### config.mk
export PLATFORM = sky130hd
export DESIGN_NAME = usb_pm_regs
export DESIGN_NICKNAME = d
export VERILOG_FILES = /design/src/rtl/usb_pm_pkg.sv /design/src/rtl/usb_pm_ctrl_reg.sv /design/src/rtl/usb_pm_wake_timer.sv /design/src/rtl/usb_pm_flags.sv /design/src/rtl/usb_pm_regs.sv
export SDC_FILE = /design/constraint.sdc
export NUM_CORES = 1
export LEC_CHECK = 0
export BUFFER_PORTS_ARGS = -buffer_cell sky130_fd_sc_hd__buf_2
export CORE_UTILIZATION = 45
export DETAILED_ROUTE_END_ITERATION = 8
export PLACE_DENSITY = 0.74
export SLEW_MARGIN = 25
export SYNTH_ARGS = -nofsm -noshare
export SYNTH_HDL_FRONTEND = slang
export SYNTH_HIERARCHICAL = 1
export SYNTH_SLANG_ARGS = --single-unit
### constraint.sdc
create_clock -name clk -period 1.5 [get_ports clk]
set_input_delay 0.225 -clock clk [delete_from_list [all_inputs] [get_ports clk]]
set_output_delay 0.225 -clock clk [all_outputs]
set_load 0.05 [all_outputs]
### src/rtl/usb_pm_pkg.sv
package usb_pm_pkg;

  localparam int DATA_W    = 8;

  // control register bit positions
  localparam int CB_EN     = 7;
  localparam int CB_CLK    = 5;
  localparam int CB_DRV    = 4;
  localparam int CB_LOWI   = 3;
  localparam int CB_DFLT   = 1;
  localparam logic [DATA_W-1:0] CTRL_MASK =
    DATA_W'((1 << CB_EN) | (1 << CB_CLK) | (1 << CB_DRV) | (1 << CB_LOWI) | (1 << CB_DFLT));

  // status register bit positions
  localparam int SB_SUSP   = 0;
  localparam int SB_RIRQ   = 1;
  localparam int SB_RDET   = 2;
  localparam int SB_RWU    = 3;
  localparam int SB_WERR   = 4;

  typedef struct packed {
    logic werr;
    logic rwu;
    logic rdet;
    logic rirq;
    logic susp;
  } pm_flags_t;

  // value the control register takes on a write
  function automatic logic [DATA_W-1:0] ctrl_next(input logic [DATA_W-1:0] wd);
    return wd[CB_EN] ? (wd & CTRL_MASK) : '0;
  endfunction

  // sticky flag: set has priority over clear
  function automatic logic sticky_next(input logic cur, input logic set, input logic clr);
    return set | (cur & ~clr);
  endfunction

  function automatic logic [DATA_W-1:0] pack_status(input pm_flags_t f);
    logic [DATA_W-1:0] v;
    v = '0;
    v[SB_SUSP] = f.susp;
    v[SB_RIRQ] = f.rirq;
    v[SB_RDET] = f.rdet;
    v[SB_RWU]  = f.rwu;
    v[SB_WERR] = f.werr;
    return v;
  endfunction

endpackage

### src/rtl/usb_pm_ctrl_reg.sv
module usb_pm_ctrl_reg
  import usb_pm_pkg::*;
#(
  parameter int ADDR_W    = 2,
  parameter int CTRL_ADDR = 0
) (
  input  logic              clk,
  input  logic              rst_n,
  input  logic              wr_en,
  input  logic [ADDR_W-1:0] addr,
  input  logic [DATA_W-1:0] wdata,
  output logic [DATA_W-1:0] ctrl_q,
  output logic              kill_wr
);

  logic ctrl_wr;

  assign ctrl_wr = wr_en && (addr == ADDR_W'(CTRL_ADDR));
  assign kill_wr = ctrl_wr && !wdata[CB_EN];

  always_ff @(posedge clk or negedge rst_n) begin
    if (!rst_n) begin
      ctrl_q <= '0;
    end else if (ctrl_wr) begin
      ctrl_q <= ctrl_next(wdata);
    end
  end

endmodule

### src/rtl/usb_pm_wake_timer.sv
module usb_pm_wake_timer #(
  parameter int MIN_MS = 10,
  parameter int MAX_MS = 15
) (
  input  logic clk,
  input  logic rst_n,
  input  logic rwu,
  input  logic rwu_sw_clr,
  input  logic tick,
  output logic early_viol,
  output logic late_viol
);

  localparam int CNT_W = $clog2(MAX_MS + 2);

  logic [CNT_W-1:0] cnt;

  assign early_viol = rwu_sw_clr && (cnt < CNT_W'(MIN_MS));
  assign late_viol  = rwu && tick && (cnt == CNT_W'(MAX_MS));

  always_ff @(posedge clk or negedge rst_n) begin
    if (!rst_n) begin
      cnt <= '0;
    end else if (!rwu) begin
      cnt <= '0;
    end else if (tick && (cnt <= CNT_W'(MAX_MS))) begin
      cnt <= cnt + 1'b1;
    end
  end

endmodule

### src/rtl/usb_pm_flags.sv
module usb_pm_flags
  import usb_pm_pkg::*;
(
  input  logic      clk,
  input  logic      rst_n,
  input  logic      hold,
  input  logic      st_wr,
  input  logic      wd_susp,
  input  logic      wd_rirq,
  input  logic      wd_rwu,
  input  logic      wd_werr,
  input  logic      susp_pulse,
  input  logic      res_pulse,
  input  logic      early_viol,
  input  logic      late_viol,
  output pm_flags_t flags,
  output logic      rwu_sw_clr,
  output logic      susp_sw_clr
);

  logic irq_clr, err_clr, viol;

  assign susp_sw_clr = st_wr && !wd_susp && !hold;
  assign irq_clr     = st_wr && !wd_rirq;
  assign err_clr     = st_wr && !wd_werr;
  assign rwu_sw_clr  = st_wr && !wd_rwu && flags.rwu && !hold;
  assign viol        = early_viol || late_viol;

  always_ff @(posedge clk or negedge rst_n) begin
    if (!rst_n) begin
      flags <= '0;
    end else if (hold) begin
      flags <= '0;
    end else begin
      flags.susp <= sticky_next(flags.susp, susp_pulse, susp_sw_clr);
      flags.rirq <= sticky_next(flags.rirq, res_pulse, irq_clr);
      flags.rdet <= sticky_next(flags.rdet, res_pulse, irq_clr);
      flags.rwu  <= st_wr ? wd_rwu : flags.rwu;
      flags.werr <= sticky_next(flags.werr, viol, err_clr);
    end
  end

endmodule

### src/rtl/usb_pm_regs.sv
module usb_pm_regs
  import usb_pm_pkg::*;
#(
  parameter int ADDR_W    = 2,
  parameter int CTRL_ADDR = 0,
  parameter int STAT_ADDR = 1,
  parameter int MIN_MS    = 10,
  parameter int MAX_MS    = 15
) (
  input  logic              clk,
  input  logic              rst_n,
  input  logic              wr_en,
  input  logic [ADDR_W-1:0] addr,
  input  logic [7:0]        wdata,
  output logic [7:0]        rdata,
  input  logic              susp_det_pulse,
  input  logic              res_det_pulse,
  input  logic              ms_tick,
  output logic              resume_req,
  output logic              usb_clk_en,
  output logic              drv_supply_en,
  output logic              drv_low_current,
  output logic              dflt_after_busreset,
  output logic              usb_soft_rst,
  output logic              resume_irq,
  output logic              wake_timing_err
);

  logic [DATA_W-1:0] ctrl_q;
  logic              kill_wr;
  logic              hold;
  logic              st_wr;
  pm_flags_t         flags;
  logic              rwu_sw_clr;
  logic              susp_sw_clr;
  logic              early_viol;
  logic              late_viol;

  // named events for the checker
  logic susp_flag;
  logic res_det;

  usb_pm_ctrl_reg #(
    .ADDR_W   (ADDR_W),
    .CTRL_ADDR(CTRL_ADDR)
  ) u_ctrl (
    .clk    (clk),
    .rst_n  (rst_n),
    .wr_en  (wr_en),
    .addr   (addr),
    .wdata  (wdata),
    .ctrl_q (ctrl_q),
    .kill_wr(kill_wr)
  );

  assign hold  = !ctrl_q[CB_EN] || kill_wr;
  assign st_wr = wr_en && (addr == ADDR_W'(STAT_ADDR));

  usb_pm_flags u_flags (
    .clk        (clk),
    .rst_n      (rst_n),
    .hold       (hold),
    .st_wr      (st_wr),
    .wd_susp    (wdata[SB_SUSP]),
    .wd_rirq    (wdata[SB_RIRQ]),
    .wd_rwu     (wdata[SB_RWU]),
    .wd_werr    (wdata[SB_WERR]),
    .susp_pulse (susp_det_pulse),
    .res_pulse  (res_det_pulse),
    .early_viol (early_viol),
    .late_viol  (late_viol),
    .flags      (flags),
    .rwu_sw_clr (rwu_sw_clr),
    .susp_sw_clr(susp_sw_clr)
  );

  usb_pm_wake_timer #(
    .MIN_MS(MIN_MS),
    .MAX_MS(MAX_MS)
  ) u_timer (
    .clk       (clk),
    .rst_n     (rst_n),
    .rwu       (flags.rwu),
    .rwu_sw_clr(rwu_sw_clr),
    .tick      (ms_tick),
    .early_viol(early_viol),
    .late_viol (late_viol)
  );

  always_comb begin
    if (addr == ADDR_W'(CTRL_ADDR)) begin
      rdata = ctrl_q;
    end else if (addr == ADDR_W'(STAT_ADDR)) begin
      rdata = pack_status(flags);
    end else begin
      rdata = '0;
    end
  end

  assign susp_flag           = flags.susp;
  assign res_det             = flags.rdet;
  assign resume_req          = flags.rwu;
  assign resume_irq          = flags.rirq;
  assign wake_timing_err     = flags.werr;
  assign usb_clk_en          = ctrl_q[CB_CLK];
  assign drv_supply_en       = ctrl_q[CB_DRV];
  assign drv_low_current     = ctrl_q[CB_DRV] & ctrl_q[CB_LOWI];
  assign dflt_after_busreset = ctrl_q[CB_DFLT];
  assign usb_soft_rst        = !ctrl_q[CB_EN];

endmodule

==> impl_metrics.tcl <==
set metrics [dict create \
    avgSynthCellArea_um2 10.0 \
    clk_pin_slew_worst_paths_ns 0.09 \
    cts_tree "built" \
    grt_usage 0.200 \
    worstSetupPathType "flop to flop" \
    grt_pass1_wl_um 3640 \
    drt_wl_total_um 2140 \
    p_int_uw 709 \
    p_comb_frac 0.385 \
    detail-route-antenna-nets 0 \
    overflow 0 \
    slew_violations 0 \
    post-route-period-util 0.989 \
    antenna_found_initial 0 \
    rsz0062_at_grt "yes" \
    startpoint_type "flop" \
    switching_power_uw 462 \
    wl_per_cell_um 12.4 \
    synthesis.instances 103 \
    fin_nets 165 \
    dieHeight_um 49.9 \
    power_frac_seq 0.417 \
    r2r_end "u_timer/cnt[2]" \
    static-leakage-power_nw 0.712 \
    drc 0 \
    ctsRootBufferMaster "clkbuf_4" \
    core_um2 2060 \
    crit_fanout 6 \
    final-hold-violation-count 0 \
    n_fill_cell 175 \
    reg2reg_from "u_timer/cnt[1]" \
    setup_viol 0 \
    met3_usage 0.0309 \
    vias_per_cell 4.89 \
    worstPathRequired_ns 1.71 \
    yosys_warnings 6 \
    insertedDiodeCount 0 \
    pin_count 32 \
    fmax_mhz 674 \
    final_util 0.669 \
    hold_path_class "input port to flop" \
    status "finished clean" \
    p_per_area_nw_per_um2 848 \
    initial_core_util 0.500 \
    grt.busiest_layer "met2" \
    min_from "wdata[5]" \
    io_buffers 28 \
    finalClockSkew_ns 0.000784 \
    maxCapViolations 0 \
    irDropWorstVdd_mv 0.792 \
    clock-sinks 15 \
    setup_tns_ns 0 \
    num_vias 846 \
    met2_usage 0.354 \
    hold-path-endpoint "u_ctrl/ctrl_q[5]" \
    reg2reg_setup_slack_ns 0.02 \
    die_area_um2 2490 \
    drive_gt1_frac 0.493 \
    max-clock-path-buffers 2 \
    cp.arrival_ns 1.69 \
    holdPathStages 3 \
    dp_hpwl_um 1540 \
    cts_made_buffers 3 \
    dr.pass1.iters 4 \
    die_w_um 49.9 \
    drt_iter0_markers 8 \
    syn_to_final_growth_pct 33.9 \
    swShare 0.394 \
    syn-cell-area_um2 1030 \
    gp_congestion 0.744 \
    grtUsageMet1 0.231 \
    htree_levels 1 \
    final.min_clock_period_ns 1.48 \
    grt_max_degree 16 \
    reg2regPathDepth 6 \
    row_count 16 \
    pwr-share-clk 0.198 \
    grt_pass1_vias 845 \
    clkLatencyLatePin_ns 0.28 \
    worst_setup_path_end_kind "flop" \
]
==> state kept, by name, summed over array words and instances, names as in the netlist <==
register and cells:
u_ctrl/ctrl_q 5, u_flags/flags 5, u_timer/cnt 5
==> power by group through the flow <==
stage | Sequential, mW | Combinational (mW) | Clock [mW]
6_report | 0.488 | 0.451 | 0.231
5_1_grt | 0.497 | 0.480 | 0.254
4_1_cts | 0.487 | 0.450 | 0.248
3_5_place_dp | 0.500 | 0.434 | 0
3_3_place_gp | 0.498 | 0.428 | 0
2_1_floorplan | 0.571 | 0.265 | 0
==> stage by stage <==
| stage | power (mW) | setup WS, ns | instance area, µm² | std cells | hold slack (ns) |
|---|---|---|---|---|---|
| detailed placement | 0.934 | -0.0576 | 1270 | 163 | 0.152 |
| floorplan | 0.836 | 0.0123 | 1080 | 105 | -0.0706 |
| global route | 1.23 | -0.0437 | 1380 | 173 | 0.178 |
| CTS | 1.19 | 0.0278 | 1370 | 172 | 0.167 |
| global placement | 0.927 | 0.0115 | 1270 | 163 | 0.147 |
| finish | 1.17 | 0.0164 | 1380 | 173 | 0.182 |
==> layer usage <==
layer | part of all wire | wire [µm]
met5 | 0 | 0
met4 | 0.020 | 42
met1 | 0.44 | 946
met3 | 0.030 | 64
met2 | 0.51 | 1090
==> worst max path at each step <==
stage / start / endpoint / slack [ns] / cells past startpoint
after floorplan: u_timer/cnt[1] / u_timer/cnt[2] / 0.01 / 6
after global placement: u_timer/cnt[1] / u_timer/cnt[2] / 0.01 / 6
after detailed placement: u_timer/cnt[1] / u_timer/cnt[2] / -0.06 / 6
after CTS: u_timer/cnt[0] / u_timer/cnt[2] / 0.03 / 6
after global routing: u_timer/cnt[1] / u_timer/cnt[2] / -0.04 / 6
final: u_timer/cnt[1] / u_timer/cnt[2] / 0.02 / 6
==> cell type report <==
cell class                 instances  area [µm²]  share of cell area
clock buffer                       4        26.3              0.0190
inverter                           8        30.0              0.0218
multi-input combinational         76         658               0.477
timing repair buffer              43         255               0.185
tap                               27        33.8              0.0245
sequential                        15         377               0.273
==> worst max-delay path: stages, from the launching register on <==
cell and delay [ns]:
dfrtp_1 0.40, ha_2 0.19, and3_4 0.15, ha_4 0.17, and3_4 0.15, a31oi_4 0.14
mux2i_1 0.19
==> layout by cell type (no fill, tap or decap), drive strengths merged, types with 2 or more instances in the layout <==
master and instances:
a21boi 2, clkbuf 4, nand2 11, nor2b 3, and2 3, and2b 3
o21ai 4, buf 42, ha 2, nand2b 8, mux2i 13, and3 4
conb 3, dfrtp 15, nor2 8, nand4 2, inv 8, o22ai 2
==> what timing repair did <==
item,CTS,global route
hold buffers,1,0
setup buffers,4,1
hold endpoints to repair,15,0
pin swaps,2,0
setup endpoints to repair,4,3
resized for setup,5,1
No activity file was read; power rests on OpenSTA's default activity.
